`config.mk`:
```
export PLATFORM = sky130hd
export DESIGN_NAME = tick_bank
export DESIGN_NICKNAME = d
export VERILOG_FILES = /design/src/rtl/tick_bank_pkg.sv /design/src/rtl/tick_counter.sv /design/src/rtl/tick_dyn_channel.sv /design/src/rtl/tick_bank.sv
export SDC_FILE = /design/constraint.sdc
export NUM_CORES = 1
export LEC_CHECK = 0
export ABC_AREA = 1
export BUFFER_PORTS_ARGS = -buffer_cell sky130_fd_sc_hd__buf_2
export CORE_MARGIN = 2
export CORE_UTILIZATION = 40
export DETAILED_ROUTE_END_ITERATION = 6
export HOLD_SLACK_MARGIN = 0.08
export MAX_ROUTING_LAYER = met4
export PLACE_DENSITY_LB_ADDON = 0.15
export SLEW_MARGIN = 20
export SYNTH_ARGS = -nofsm -noshare
export SYNTH_HDL_FRONTEND = slang
export SYNTH_SLANG_ARGS = --single-unit
```
`constraint.sdc`:
```
create_clock -name clk -period 3.7 [get_ports clk]
set_clock_uncertainty 0.05 [all_clocks]
set_input_delay 0.185 -clock clk [delete_from_list [all_inputs] [get_ports clk]]
set_output_delay 0.185 -clock clk [all_outputs]
set_load 0.03 [all_outputs]
```
`src/rtl/tick_bank_pkg.sv`:
```
package tick_bank_pkg;

    localparam int MAX_TIMERS = 8;

    typedef int unsigned period_list_t [MAX_TIMERS];

    // Index of the largest other period in [2, own) that divides own exactly; -1 if none.
    function automatic int parent_of(period_list_t p, int n, int idx);
        int best;
        int best_p;
        best   = -1;
        best_p = 0;
        for (int j = 0; j < n; j++) begin
            if (j != idx && p[j] >= 2 && p[j] < p[idx] && (p[idx] % p[j]) == 0
                && p[j] > best_p) begin
                best   = j;
                best_p = int'(p[j]);
            end
        end
        return best;
    endfunction

    // Maximum counter value for entry idx.
    function automatic int limit_of(period_list_t p, int n, int idx);
        int par;
        int own;
        own = (p[idx] == 0) ? 1 : int'(p[idx]);
        par = parent_of(p, n, idx);
        if (par < 0)
            return own - 1;
        return own / int'(p[par]) - 1;
    endfunction

    function automatic int width_for(int maxval);
        return (maxval < 1) ? 1 : $clog2(maxval + 1);
    endfunction

endpackage

```
`src/rtl/tick_counter.sv`:
```
module tick_counter #(
    parameter int W = 4
) (
    input  logic         clk,
    input  logic         rst,
    input  logic         en,
    input  logic         step,
    input  logic [W-1:0] limit,
    output logic         wrap,
    output logic         tick
);
    logic [W-1:0] cnt_q;
    logic         adv;

    assign adv  = en & step;
    assign wrap = adv & (cnt_q >= limit);

    always_ff @(posedge clk) begin
        if (rst) begin
            cnt_q <= '0;
            tick  <= 1'b0;
        end else if (en) begin
            tick <= wrap;
            if (adv)
                cnt_q <= wrap ? '0 : cnt_q + 1'b1;
        end
    end
endmodule

```
`src/rtl/tick_dyn_channel.sv`:
```
module tick_dyn_channel #(
    parameter int DYN_W = 8
) (
    input  logic             clk,
    input  logic             rst,
    input  logic             en,
    input  logic [DYN_W-1:0] period_in,
    output logic             tick
);
    logic [DYN_W-1:0] per_q;
    logic [DYN_W-1:0] lim;
    logic             wrap;

    assign lim = (per_q <= DYN_W'(1)) ? '0 : per_q - 1'b1;

    always_ff @(posedge clk) begin
        if (rst || wrap)
            per_q <= period_in;
    end

    tick_counter #(.W(DYN_W)) u_cnt (
        .clk   (clk),
        .rst   (rst),
        .en    (en),
        .step  (1'b1),
        .limit (lim),
        .wrap  (wrap),
        .tick  (tick)
    );
endmodule

```
`src/rtl/tick_bank.sv`:
```
module tick_bank
    import tick_bank_pkg::*;
#(
    parameter int           N_TIMERS = 4,
    parameter period_list_t PERIODS  = '{3, 6, 12, 5, 0, 0, 0, 0},
    parameter int           DYN_W    = 8
) (
    input  logic                clk,
    input  logic                rst,
    input  logic                en,
    input  logic [DYN_W-1:0]    dyn_period,
    output logic [N_TIMERS-1:0] ticks,
    output logic                dyn_tick
);
    logic wrap_a [N_TIMERS];

    for (genvar g = 0; g < N_TIMERS; g++) begin : g_tmr
        localparam int PAR = parent_of(PERIODS, N_TIMERS, g);
        localparam int LIM = limit_of(PERIODS, N_TIMERS, g);
        localparam int W   = width_for(LIM);
        localparam logic [W-1:0] LIM_V = W'(LIM);

        logic step;
        logic wrap_s;
        logic tick_s;

        if (PAR < 0) begin : g_raw
            assign step = 1'b1;
        end else begin : g_child
            assign step = wrap_a[PAR];
        end

        tick_counter #(.W(W)) u_cnt (
            .clk   (clk),
            .rst   (rst),
            .en    (en),
            .step  (step),
            .limit (LIM_V),
            .wrap  (wrap_s),
            .tick  (tick_s)
        );

        assign wrap_a[g] = wrap_s;
        assign ticks[g]  = tick_s;
    end

    tick_dyn_channel #(.DYN_W(DYN_W)) u_dyn (
        .clk       (clk),
        .rst       (rst),
        .en        (en),
        .period_in (dyn_period),
        .tick      (dyn_tick)
    );
endmodule

```
==> impl_table.tex <==
\begin{tabular}{lr}
\hline
Metric & Value \\
\hline
\multicolumn{2}{l}{\textbf{Pwr}} \\
Register share of total power & 55.7\% \\
Power share of the combinational group & 12.1\% \\
Reported leakage power & 0.7579 nW \\
Pwr dens & 362.7 mW/mm2 \\
Net Switching & 0.1401 mW \\
Worst vdd rail ir drop & 0.2073 mV \\
Clk pwr share & 32.2\% \\
Fraction of power spent switching nets & 22.90\% \\
Internal power contribution & 0.4717 mW \\
\multicolumn{2}{l}{\textbf{Timing}} \\
Total setup violations reported at the end of the flow & 0 \\
Max-Slew Margin vs Limit & 77.47\% \\
Endpoints failing hold & 0 \\
Final period util & 74.56\% \\
Setup ws final & 941.2 ps \\
Max frequency & 0.3625 GHz \\
Slew at the pin closest to its max-slew limit & 336.8 ps \\
Setup TNS & 0 ps \\
Number of max-slew violations in the final report & 0 \\
Unrepaired setup endpoints after global routing & no \\
Final critical path time including I/O delays and setup & 2759 ps \\
\multicolumn{2}{l}{\textbf{Place}} \\
Pre-CTS setup slack & 946.6 ps \\
Final HPWL DP & 2179 um \\
Number of port buffers & 15 \\
GP Congestion & 0.8172 \\
\multicolumn{2}{l}{\textbf{Yosys}} \\
Number of storage elements in the synthesis netlist & 28 \\
Synthesis warning total & 0 \\
Post-synth ARST share & 0\% \\
Top flip-flop cell by instance count after synthesis & sky130\_fd\_sc\_hd\_\_dfxtp\_1 \\
Net Count, Synth & 206 \\
Gate Count Post-Synth & 182 \\
Unique masters post-synth & 28 \\
Number of enable-type register cells in the synthesized netlist & 8 \\
Sequential element share of the synthesized area & 43.69\% \\
Syn\_area\_per\_cell & 8.057 um2 \\
Netlist Area Pre-Place & 0.001466 mm2 \\
\multicolumn{2}{l}{\textbf{Finish}} \\
Filler cell count & 345 \\
Final antenna diode count & 0 \\
Leading cell types in the layout, fill and taps excluded & sky130\_fd\_sc\_hd\_\_nand2\_1, sky130\_fd\_sc\_hd\_\_nor2\_1, sky130\_fd\_sc\_hd\_\_inv\_1, sky130\_fd\_sc\_hd\_\_dfxtp\_1 \\
Fraction of layout cells with a size suffix above 1 & 13.30\% \\
Most common cell after layout, fill and taps aside & sky130\_fd\_sc\_hd\_\_nand2\_1 \\
Number of nets at the end of the flow & 228 \\
Area delta synth->final & 15.02\% \\
\multicolumn{2}{l}{\textbf{Critical path}} \\
Critical path's most frequent cell & sky130\_fd\_sc\_hd\_\_nand2\_1 \\
Worst-path fanout max & 16 \\
Startpoint-to-endpoint class of the critical path & register to register \\
Arrival time of data at the critical path endpoint & 2720 ps \\
Type of element capturing the critical path & register \\
Depth of the worst register-to-register path & 16 \\
Series of cell instances along the critical path & inv\_1 > ha\_1 > nor2\_1 > nor3\_1 > nand2\_1 > inv\_1 > nor2\_1 > ha\_1 > nand2\_1 > nor2\_1 > nor2\_1 > nand2\_1 > nand2\_1 > nand2\_1 > nand2\_1 > nand2\_2 \\
CP Launch Type & register \\
Worst-path cell with the longest stage delay & sky130\_fd\_sc\_hd\_\_edfxtp\_1 \\
CP Data Required Time & 3660 ps \\
Largest incremental delay on the critical path & 450 ps \\
\multicolumn{2}{l}{\textbf{Min path}} \\
HP Class & input pin to register \\
Number of cells on the worst hold path & 2 \\
\multicolumn{2}{l}{\textbf{Clocking}} \\
Total clock buffers created by CTS & 3 \\
Clk Latency, worst-skew pair & 320 ps \\
Clock input transition at the sequential cells of the worst setup and hold paths & 150 ps \\
Maximum buffer depth of the clock tree & 2 \\
CTS tree & yes \\
H-tree Lvls & 1 \\
CTS root buf & sky130\_fd\_sc\_hd\_\_clkbuf\_4 \\
Clock sink count & 28 \\
Cts repair resizes & 0 \\
\multicolumn{2}{l}{\textbf{Floorplanning}} \\
Number of I/O pins & 16 \\
Starting density of the core & 42.93\% \\
Floorplan core area & 0.003416 mm2 \\
Die Outline Area & 0.004166 mm2 \\
Std-Cell Rows & 21 \\
Die H & 64.55 um \\
Die W & 64.55 um \\
\multicolumn{2}{l}{\textbf{Routing}} \\
Number of antenna-violating nets in the routed design & 0 \\
Average wire length per cell after detail routing & 11.16 um \\
Vias post-DR & 1199 \\
Detailed Routing Iterations Pass 1 & 4 \\
Number of remaining DRC errors & 0 \\
DRC marker count from the first detailed-route iteration & 31 \\
Wire length after detailed routing & 2780 um \\
Via density per instance & 4.815 \\
\multicolumn{2}{l}{\textbf{Global route}} \\
Vias in the first global route & 1140 \\
Maximum number of pins on one net before global-route repair & 17 \\
Remaining global-route overflow & 0 \\
Total global routing track utilization & 14.67\% \\
Initial antenna violation count & 0 \\
Global-route wire length before repair & 4719 um \\
\multicolumn{2}{l}{\textbf{Status}} \\
Result of the run & completed \\
\multicolumn{2}{l}{\textbf{Flow run}} \\
Max-cap viol count & 0 \\
\hline
\end{tabular}
-- final cells by class --
type	count	area (um2)	share of cell area, %
multi-input combinational	127	701.9	41.62
sequential	28	640.6	37.98
timing repair buffer	23	155.1	9.199
inverter	21	78.83	4.674
tap	46	57.56	3.412
clock inverter	1	30.03	1.780
clock buffer	3	22.52	1.335
-- through the flow --
step,std cells,util (%),power [mW],hold WS [ps],instance area [um2]
floorplan,182,-,0.3968,233.9,1466
global placement,237,45.49,0.4121,311.6,1554
detailed placement,237,45.49,0.4158,313.3,1554
CTS,249,49.38,0.6169,92.52,1687
global route,249,49.38,0.6398,89.08,1687
finish,249,49.38,0.6118,86.08,1687
-- metal layers --
metal	part of all wire, %	GRT usage [%]	routed length (um)
met5	0	-	0
met4	1.4	4.787	40
met3	2.9	1.563	81
met2	48	25.00	1328
met1	48	18.31	1329
-- path summary, 6_finish.rpt --
check,slack [ps],endpoint,start
setup / recovery,940,u_dyn.per_q[7]$_DFFE_PP_,u_dyn.per_q[0]$_DFFE_PP_
hold / removal,90,g_tmr[3].u_cnt.cnt_q[1]$_SDFFE_PP0P_,rst
setup reg to reg,940,u_dyn.per_q[7]$_DFFE_PP_,u_dyn.per_q[0]$_DFFE_PP_
hold reg to reg,410,g_tmr[2].u_cnt.cnt_q$_SDFFE_PP0P_,g_tmr[2].u_cnt.cnt_q$_SDFFE_PP0P_
-- cells in the mapped netlist (2+ instances only) --
library cell / number / area (um2)
sky130_fd_sc_hd__o21ai_0: 6 / 30.03
sky130_fd_sc_hd__inv_1: 20 / 75.07
sky130_fd_sc_hd__buf_4: 4 / 30.03
sky130_fd_sc_hd__nand2_1: 44 / 165.2
sky130_fd_sc_hd__dfxtp_1: 20 / 400.4
sky130_fd_sc_hd__ha_1: 13 / 162.7
sky130_fd_sc_hd__nor3_1: 4 / 20.02
sky130_fd_sc_hd__nand3_1: 3 / 15.01
sky130_fd_sc_hd__or2_2: 2 / 12.51
sky130_fd_sc_hd__edfxtp_1: 8 / 240.2
sky130_fd_sc_hd__xor2_1: 2 / 17.52
sky130_fd_sc_hd__o21bai_1: 2 / 15.01
sky130_fd_sc_hd__a21oi_1: 15 / 75.07
sky130_fd_sc_hd__xnor2_1: 2 / 17.52
sky130_fd_sc_hd__nor2_1: 24 / 90.09
-- power groups by stage --
stage	Combinational (mW)	Sequential, mW	Clock [mW]
global route	0.0859	0.343	0.211
floorplan	0.0523	0.344	0
finish	0.0738	0.341	0.197
CTS	0.0753	0.341	0.201
global placement	0.0655	0.347	0
detailed placement	0.0683	0.347	0
-- timing repair --
action	CTS	global route
endpoints found under the hold margin	8	0
setup buffers	0	0
hold buffers	8	0
-- state kept, by name, summed over array words and instances (netlist names) --
| signal | count |
|---|---|
| u_dyn.per_q | 8 |
| u_dyn.u_cnt.cnt_q | 8 |
| g_tmr.u_cnt.tick | 4 |
| g_tmr.u_cnt.cnt_q | 7 |
| u_dyn.u_cnt.tick | 1 |
-- cell families after synthesis --
kind of cell	Yosys count	share of synthesized area (%)
adders and majority gates	13	11.09
muxes	1	0.6826
buffers and inverters	27	8.446
and+or+nand+nor	84	24.49
DFF	28	43.69
xor gates and xnor gates	4	2.390
AOI/OAI and AO/OA	25	9.215
-- critical path, delay by kind of cell (launching register included) --
family | cells | cell delay [ps]
AND/OR/NAND/NOR | 12 | 1250
adder cells (fa/ha/maj) | 2 | 470
buffers and inverters | 2 | 230
flip-flops | 1 | 450
Power figures use the tool's default switching activity.
